[src/rtl/phs_pkg.sv]
package phs_pkg;
    // +-45 ns expressed in 20 ps units
    localparam int PHS_LIMIT = 2250;

    typedef enum logic [1:0] {
        OP_NONE = 2'd0,
        OP_INC  = 2'd1,
        OP_DEC  = 2'd2
    } phs_op_e;
endpackage

[src/rtl/phs_pin_sync.sv]
module phs_pin_sync #(
    parameter int NPIN = 2
) (
    input  logic            clk,
    input  logic            rst_n,
    input  logic [NPIN-1:0] pin_i,
    output logic [NPIN-1:0] rise_o
);
    typedef struct packed {
        logic [NPIN-1:0] s1;
        logic [NPIN-1:0] s2;
        logic [NPIN-1:0] s3;
    } sync_t;

    sync_t st_d, st_q;

    always_comb begin
        st_d    = st_q;
        st_d.s1 = pin_i;
        st_d.s2 = st_q.s1;
        st_d.s3 = st_q.s2;
    end

    always_ff @(posedge clk) begin
        if (!rst_n) st_q <= '0;
        else        st_q <= st_d;
    end

    for (genvar g = 0; g < NPIN; g++) begin : g_edge
        assign rise_o[g] = st_q.s2[g] & ~st_q.s3[g];

        // a detected edge lasts one cycle, so a long pulse cannot step twice
        p_one_rise_r5: assert property (@(posedge clk) disable iff (!rst_n)
            rise_o[g] |=> !rise_o[g]);
    end
endmodule

[src/rtl/phs_step_alu.sv]
module phs_step_alu
    import phs_pkg::*;
#(
    parameter int OFS_W  = 13,
    parameter int STEP_W = 12,
    parameter int PER_W  = 16,
    parameter int VCO_W  = 10
) (
    input  phs_op_e           op_i,
    input  logic [OFS_W-1:0]  cur_i,
    input  logic [STEP_W-1:0] step_i,
    input  logic [PER_W-1:0]  hp_i,
    input  logic [VCO_W-1:0]  vco_i,
    output logic [OFS_W-1:0]  nxt_o,
    output logic              rej_o
);
    localparam int A = (OFS_W > STEP_W) ? OFS_W : STEP_W;
    localparam int B = (PER_W > VCO_W + 2) ? PER_W : VCO_W + 2;
    localparam int W = ((A > B) ? A : B) + 2;
    localparam logic signed [W-1:0] LIM = W'(PHS_LIMIT);

    logic signed [W-1:0] cur_x, step_x, hp_x, min_x, res_x;

    always_comb begin
        cur_x  = W'($signed(cur_i));
        step_x = W'(step_i);
        hp_x   = W'(hp_i);
        min_x  = W'({vco_i, 2'b00});
        res_x  = cur_x;
        rej_o  = 1'b0;
        case (op_i)
            OP_INC: begin
                res_x = cur_x + step_x;
                if (res_x > LIM) begin
                    res_x = LIM;
                    rej_o = 1'b1;
                end
            end
            OP_DEC: begin
                if (hp_x - step_x < min_x) begin
                    rej_o = 1'b1;
                end else begin
                    res_x = cur_x - step_x;
                    if (res_x < -LIM) begin
                        res_x = -LIM;
                        rej_o = 1'b1;
                    end
                end
            end
            default: ;
        endcase
        nxt_o = res_x[OFS_W-1:0];
    end
endmodule

[src/rtl/phs_step_ctrl.sv]
module phs_step_ctrl
    import phs_pkg::*;
#(
    parameter int N_OUT   = 4,
    parameter int OFS_W   = 13,
    parameter int STEP_W  = 12,
    parameter int PER_W   = 16,
    parameter int VCO_W   = 10,
    parameter int PIN_OUT = 0,
    localparam int SEL_W  = (N_OUT > 1) ? $clog2(N_OUT) : 1
) (
    input  logic                    clk,
    input  logic                    rst_n,
    input  logic                    soft_rst,
    input  logic                    cmd_valid,
    input  logic                    cmd_inc,
    input  logic [SEL_W-1:0]        cmd_sel,
    input  logic [STEP_W-1:0]       step_size,
    input  logic                    pin_inc,
    input  logic                    pin_dec,
    input  logic [N_OUT*PER_W-1:0]  half_per,
    input  logic [VCO_W-1:0]        vco_per,
    input  logic [N_OUT*OFS_W-1:0]  init_ofs,
    input  logic [N_OUT-1:0]        r_is_one,
    output logic [N_OUT*OFS_W-1:0]  phase_ofs,
    output logic                    reject
);
    localparam logic signed [OFS_W-1:0] LIM_O = OFS_W'(PHS_LIMIT);

    typedef struct packed {
        logic [N_OUT-1:0][OFS_W-1:0] ofs;
        logic                        rej;
        logic [1:0]                  pend;   // [0] raise, [1] lower
    } st_t;

    st_t st_d, st_q;

    logic [1:0]                  rise;
    logic [N_OUT-1:0][OFS_W-1:0] init_load;
    phs_op_e                     op;
    logic [SEL_W-1:0]            sel;
    logic [1:0]                  served;
    logic [OFS_W-1:0]            alu_nxt;
    logic                        alu_rej;

    phs_pin_sync #(.NPIN(2)) i_sync (
        .clk    (clk),
        .rst_n  (rst_n),
        .pin_i  ({pin_dec, pin_inc}),
        .rise_o (rise)
    );

    // initial offsets, clamped, gated by the divider setting
    always_comb begin
        for (int i = 0; i < N_OUT; i++) begin
            logic signed [OFS_W-1:0] v;
            v = $signed(init_ofs[i*OFS_W +: OFS_W]);
            if (v > LIM_O)       v = LIM_O;
            else if (v < -LIM_O) v = -LIM_O;
            init_load[i] = r_is_one[i] ? v : '0;
        end
    end

    // command arbitration: register port, then pending raise, then lower
    always_comb begin
        op     = OP_NONE;
        sel    = SEL_W'(PIN_OUT);
        served = 2'b00;
        if (cmd_valid && (int'(cmd_sel) < N_OUT)) begin
            op  = cmd_inc ? OP_INC : OP_DEC;
            sel = cmd_sel;
        end else if (st_q.pend[0]) begin
            op        = OP_INC;
            served[0] = 1'b1;
        end else if (st_q.pend[1]) begin
            op        = OP_DEC;
            served[1] = 1'b1;
        end
    end

    phs_step_alu #(
        .OFS_W  (OFS_W),
        .STEP_W (STEP_W),
        .PER_W  (PER_W),
        .VCO_W  (VCO_W)
    ) i_alu (
        .op_i   (op),
        .cur_i  (st_q.ofs[sel]),
        .step_i (step_size),
        .hp_i   (half_per[sel*PER_W +: PER_W]),
        .vco_i  (vco_per),
        .nxt_o  (alu_nxt),
        .rej_o  (alu_rej)
    );

    always_comb begin
        st_d     = st_q;
        st_d.rej = 1'b0;
        if (soft_rst) begin
            st_d.ofs  = init_load;
            st_d.pend = st_q.pend | rise;
        end else begin
            st_d.pend = (st_q.pend & ~served) | rise;
            if (op != OP_NONE) begin
                st_d.ofs[sel] = alu_nxt;
                st_d.rej      = alu_rej;
            end
        end
    end

    always_ff @(posedge clk) begin
        if (!rst_n) begin
            st_q.ofs  <= init_load;
            st_q.rej  <= 1'b0;
            st_q.pend <= 2'b00;
        end else begin
            st_q <= st_d;
        end
    end

    assign phase_ofs = st_q.ofs;
    assign reject    = st_q.rej;

    // ---------------- assertions ----------------
    for (genvar g = 0; g < N_OUT; g++) begin : g_chk
        p_in_range_r3: assert property (@(posedge clk) disable iff (!rst_n)
            (int'($signed(st_q.ofs[g])) <= PHS_LIMIT) &&
            (int'($signed(st_q.ofs[g])) >= -PHS_LIMIT));

        p_step_bound_r1: assert property (@(posedge clk) disable iff (!rst_n)
            (cmd_valid && !soft_rst && cmd_sel == SEL_W'(g)) |=>
            ((int'($signed(st_q.ofs[g])) - int'($signed($past(st_q.ofs[g]))) <= int'($past(step_size))) &&
             (int'($signed($past(st_q.ofs[g]))) - int'($signed(st_q.ofs[g])) <= int'($past(step_size)))));

        p_short_dec_r4: assert property (@(posedge clk) disable iff (!rst_n)
            (cmd_valid && !cmd_inc && !soft_rst && cmd_sel == SEL_W'(g) &&
             (int'(half_per[g*PER_W +: PER_W]) - int'(step_size) < 4 * int'(vco_per)))
            |=> (reject && $stable(st_q.ofs[g])));
    end

    p_reject_cause_r9: assert property (@(posedge clk) disable iff (!rst_n)
        reject |-> $past(cmd_valid || (st_q.pend != 2'b00)));

    p_idle_stable_r1: assert property (@(posedge clk) disable iff (!rst_n)
        (!cmd_valid && !soft_rst && st_q.pend == 2'b00) |=> $stable(st_q.ofs));
endmodule

[config.mk]
export PLATFORM = sky130hd
export DESIGN_NAME = phs_step_ctrl
export DESIGN_NICKNAME = d
export VERILOG_FILES = /design/src/rtl/phs_pkg.sv /design/src/rtl/phs_pin_sync.sv /design/src/rtl/phs_step_alu.sv /design/src/rtl/phs_step_ctrl.sv
export SDC_FILE = /design/constraint.sdc
export NUM_CORES = 1
export LEC_CHECK = 0
export BUFFER_PORTS_ARGS = -buffer_cell sky130_fd_sc_hd__buf_4
export CAP_MARGIN = 20
export CORE_ASPECT_RATIO = 0.9
export CORE_MARGIN = 2
export CORE_UTILIZATION = 30
export CTS_BUF_LIST = sky130_fd_sc_hd__clkbuf_4
export CTS_CLUSTER_DIAMETER = 150
export DETAILED_ROUTE_END_ITERATION = 8
export SETUP_SLACK_MARGIN = 0.2
export SYNTH_ARGS = -nofsm -noshare
export SYNTH_HDL_FRONTEND = slang
export SYNTH_HIERARCHICAL = 1
export SYNTH_SLANG_ARGS = --single-unit
[constraint.sdc]
create_clock -name clk -period 6.8 [get_ports clk]
set_clock_uncertainty 0.15 [all_clocks]
set_input_delay 0.34 -clock clk [delete_from_list [all_inputs] [get_ports clk]]
set_output_delay 0.34 -clock clk [all_outputs]
set_load 0.005 [all_outputs]
==> qor.tcl <==
set qor(result_of_the_run) {complete, no violations}
set qor(drtAntennaViolNets) 0
set qor(design_area_sq_mm) 0.00848
set qor(die_height_um) 149
set qor(worst_case_hold_path_end_point) {st_q[0]}
set qor(fp.dieArea_sq_mm) 0.0245
set qor(via_count_of_the_first_global_routing_pass) 6524
set qor(netlist-cell-type-count) 92
set qor(drv_slew) 0
set qor(cts_tree) {built}
set qor(p_leak_nw) 3.78
set qor(finalCritPeriodShare_pct) 86.7
set qor(r2r_end) {phase_ofs[13]}
set qor(timing.reg2reg.setup_slack_ns) 2.05
set qor(post-dp-hpwl_um) 21600
set qor(clk_root_buffer_cell) {sky130_fd_sc_hd__clkbuf_4}
set qor(max_slew.worst_pin.slew_ns) 0.835
set qor(final_common_cell) {sky130_fd_sc_hd__buf_4}
set qor(critical_path.reg2reg.startpoint) {phase_ofs[3]}
set qor(ir_drop_mv) 0.0796
set qor(post-cts-setup-buffers) 0
set qor(yosys_warnings) 6
set qor(hp-class) {in -> reg}
set qor(drt-initial-drc-count) 699
set qor(vias_after_detailed_routing) 7011
set qor(cts_made_buffers) 9
set qor(clkLatencyLatePin_ns) 0.44
set qor(hold-path-cell-count) 2
set qor(reg2reg_depth) 15
set qor(antenna_cells) 0
set qor(grt_max_degree) 27
set qor(drt_drc_violations_left) 0
set qor(worst_ep_required_time_ns) 6.84
set qor(clock-sinks) 61
set qor(clock_pin_slew_reported_for_the_worst_setup_and_hold_paths_after_clock_tree_synthesis_ns) 0.09
set qor(nets) 1178
set qor(route.met3.wl_um) 2300
set qor(synth-seq-cells) 61
set qor(max_freq_mhz) 170
set qor(ctsLongestPathBuffers) 2
set qor(initial_cell_density_of_the_core_pct) 30.8
set qor(routed.top_layer) {met4}
set qor(gr-total-overflow) 0
set qor(layout.filler_cells) 2363
set qor(cts_hold_repair.buffers) 2
set qor(setup_viol_count_final) 0
set qor(gp_routability_congestion) 0.934
set qor(mostFrequentLayoutCells) {sky130_fd_sc_hd__buf_4 (209), sky130_fd_sc_hd__nand2_1 (87), sky130_fd_sc_hd__nor2_1 (81), sky130_fd_sc_hd__o21ai_0 (55), sky130_fd_sc_hd__edfxtp_1 (52)}
set qor(timing_worst_setup_path_type) {in -> reg}
set qor(wl_per_cell_um) 20.6
set qor(globalRouteTotalUtil_pct) 20.8
set qor(totalNegativeSetupSlack_ns) 0
set qor(synth_edf_count) 52
set qor(post_drt_via_cell_ratio) 5.49
set qor(postSynth.topFlopCell) {sky130_fd_sc_hd__edfxtp_1}
set qor(placement_rows) 52
set qor(number_of_nets_produced_by_synthesis) 1041
set qor(syn-mean-instance-area_sq_um) 8.33
set qor(asyncSetResetFlopFracSynth_pct) 0
set qor(met2WireLength_um) 12100
set qor(numPortBuffers) 203
set qor(slew-limit-headroom_pct) 44.0
set qor(routed_wirelength_um) 26300
set qor(synth_cells) 838
set qor(width_of_the_die_um) 165
set qor(grt_antenna_before_repair) 0
set qor(post_dp_cell_area_sq_mm) 0.00832
set qor(syn_area_sq_mm) 0.00698
set qor(layout_min_cycle_time_ns) 5.90
set qor(post_cts.resized_instances) 0
set qor(rsz0062_at_grt) {false}
set qor(endpoint_kind) {register}
set qor(first_pass_detailed_route_iteration_total) 5
set qor(post_synthesis_sequential_area_ratio_pct) 24.9
set qor(power.density_cell_area_mw_per_mm2) 184
set qor(wl_met1_um) 11500
set qor(hold_path.startpoint) {rst_n}
set qor(io_pins) 204
set qor(timing.final.hold_violations) 0
set qor(synthToLayoutAreaGrowth_pct) 21.4
set qor(timing.critical_path.fanout_max) 11
set qor(floorplan.core_area_sq_mm) 0.0226
set qor(drive_gt1_share_pct) 27.4
set qor(critical_path.startpoint_type) {input pin}
set qor(worst-endpoint-arrival_ns) 5.94
set qor(htree_levels) 3
set qor(max_cap_viol_count) 0
set qor(grt_pass1_wl_um) 38500
==> stage by stage <==
step	utilization [%]	hold WS [ns]	std cells	setup slack [ns]	power (mW)
4_1_cts	37.3	0.0237	1274	0.943	1.54
6_report	37.4	0.0410	1277	0.905	1.56
3_5_place_dp	36.8	0.266	1256	0.510	1.32
2_1_floorplan	-	0.256	838	1.26	1.05
5_1_grt	37.4	0.0370	1277	0.463	1.65
3_3_place_gp	36.8	0.265	1256	0.711	1.32
==> how the worst max path moves through the flow <==
stage / startpoint / to / slack, ns / depth (start not counted)
3_5_place_dp: cmd_valid / phase_ofs[14] / 0.51 / 26
3_3_place_gp: cmd_valid / phase_ofs[27] / 0.71 / 26
2_1_floorplan: cmd_valid / phase_ofs[40] / 1.26 / 28
6_report: cmd_valid / phase_ofs[27] / 0.90 / 26
5_1_grt: cmd_valid / phase_ofs[3] / 0.46 / 26
4_1_cts: cmd_valid / phase_ofs[27] / 0.94 / 26
==> kinds of logic (layout without fill, tap and decap cells) <==
kind of cell	Yosys count	in the layout	synth area share, %
compound gates	280	280	30.2
xor+xnor	25	25	3.14
fa+ha+maj	52	52	9.53
buf+inv	135	277	11.3
flops	61	61	24.9
mux	5	5	0.770
simple gates	280	280	20.2
==> layer usage <==
layer	GRT usage [%]	vias to the layer above
met4	4.48	0
met1	29.8	3330
met5	0	-
met3	3.22	24
met2	33.1	327
li1	-	3330
==> registers in the layout, summed over array words and instances (netlist names) <==
| register | count |
|---|---|
| phase_ofs | 52 |
| i_sync/st_d | 4 |
| i_sync/st_q | 2 |
| st_q | 2 |
| reject | 1 |
==> cell type report <==
cell class | instances | area (sq um) | area share [%]
Clock inverter | 3 | 13.8 | 0.162
Multi-Input combinational cell | 642 | 4460 | 52.6
Timing Repair Buffer | 212 | 1610 | 19.0
Tap cell | 297 | 372 | 4.38
Sequential cell | 61 | 1740 | 20.5
Inverter | 49 | 184 | 2.17
Clock buffer | 13 | 97.6 | 1.15
==> critical path, stage by stage <==
cell and delay (ns):
sky130_fd_sc_hd__buf_4 0.18, sky130_fd_sc_hd__nand2_1 0.13, sky130_fd_sc_hd__nor2_2 0.41, sky130_fd_sc_hd__a22oi_1 0.17, sky130_fd_sc_hd__nand2_1 0.10, sky130_fd_sc_hd__ha_1 0.24, sky130_fd_sc_hd__a2111o_1 0.42, sky130_fd_sc_hd__a31oi_1 0.29
sky130_fd_sc_hd__nor3_1 0.13, sky130_fd_sc_hd__nor2_1 0.18, sky130_fd_sc_hd__nor2b_1 0.08, sky130_fd_sc_hd__o21a_1 0.18, sky130_fd_sc_hd__nor2_1 0.11, sky130_fd_sc_hd__xnor2_1 0.13, sky130_fd_sc_hd__ha_1 0.26, sky130_fd_sc_hd__nand3_1 0.11
sky130_fd_sc_hd__nor3_1 0.08, sky130_fd_sc_hd__a2111oi_0 0.43, sky130_fd_sc_hd__nand4_1 0.17, sky130_fd_sc_hd__nor4b_2 0.33, sky130_fd_sc_hd__a32o_2 0.32, sky130_fd_sc_hd__nor2_2 0.10, sky130_fd_sc_hd__and2_4 0.22, sky130_fd_sc_hd__a21boi_0 0.13
sky130_fd_sc_hd__a221o_1 0.39, sky130_fd_sc_hd__a211o_1 0.30
==> cell usage after synthesis (9+ instances only) <==
cell	count	area (sq um)
sky130_fd_sc_hd__buf_2	13	65.1
sky130_fd_sc_hd__nand2_1	87	327
sky130_fd_sc_hd__buf_4	59	443
sky130_fd_sc_hd__nand3_1	16	80.1
sky130_fd_sc_hd__xnor2_1	20	175
sky130_fd_sc_hd__a22o_1	10	87.6
sky130_fd_sc_hd__nor2_1	83	312
sky130_fd_sc_hd__nor3_1	13	65.1
sky130_fd_sc_hd__and2_1	9	56.3
sky130_fd_sc_hd__a221o_1	28	280
sky130_fd_sc_hd__a21o_1	12	90.1
sky130_fd_sc_hd__nor2b_1	17	106
sky130_fd_sc_hd__o21a_1	11	82.6
sky130_fd_sc_hd__a22oi_1	38	285
sky130_fd_sc_hd__dfxtp_1	9	180
sky130_fd_sc_hd__o21ai_0	58	290
sky130_fd_sc_hd__a21oi_1	35	175
sky130_fd_sc_hd__inv_1	48	180
sky130_fd_sc_hd__nand2b_1	11	68.8
sky130_fd_sc_hd__o211ai_1	12	90.1
sky130_fd_sc_hd__ha_1	50	626
sky130_fd_sc_hd__edfxtp_1	52	1560
==> power by group <==
part	switching [mW]	internal [mW]
clock	0.135	0.0897
combinational	0.483	0.357
sequential	0.0403	0.451
total	0.659	0.898
No activity file was read; power rests on OpenSTA's default activity.
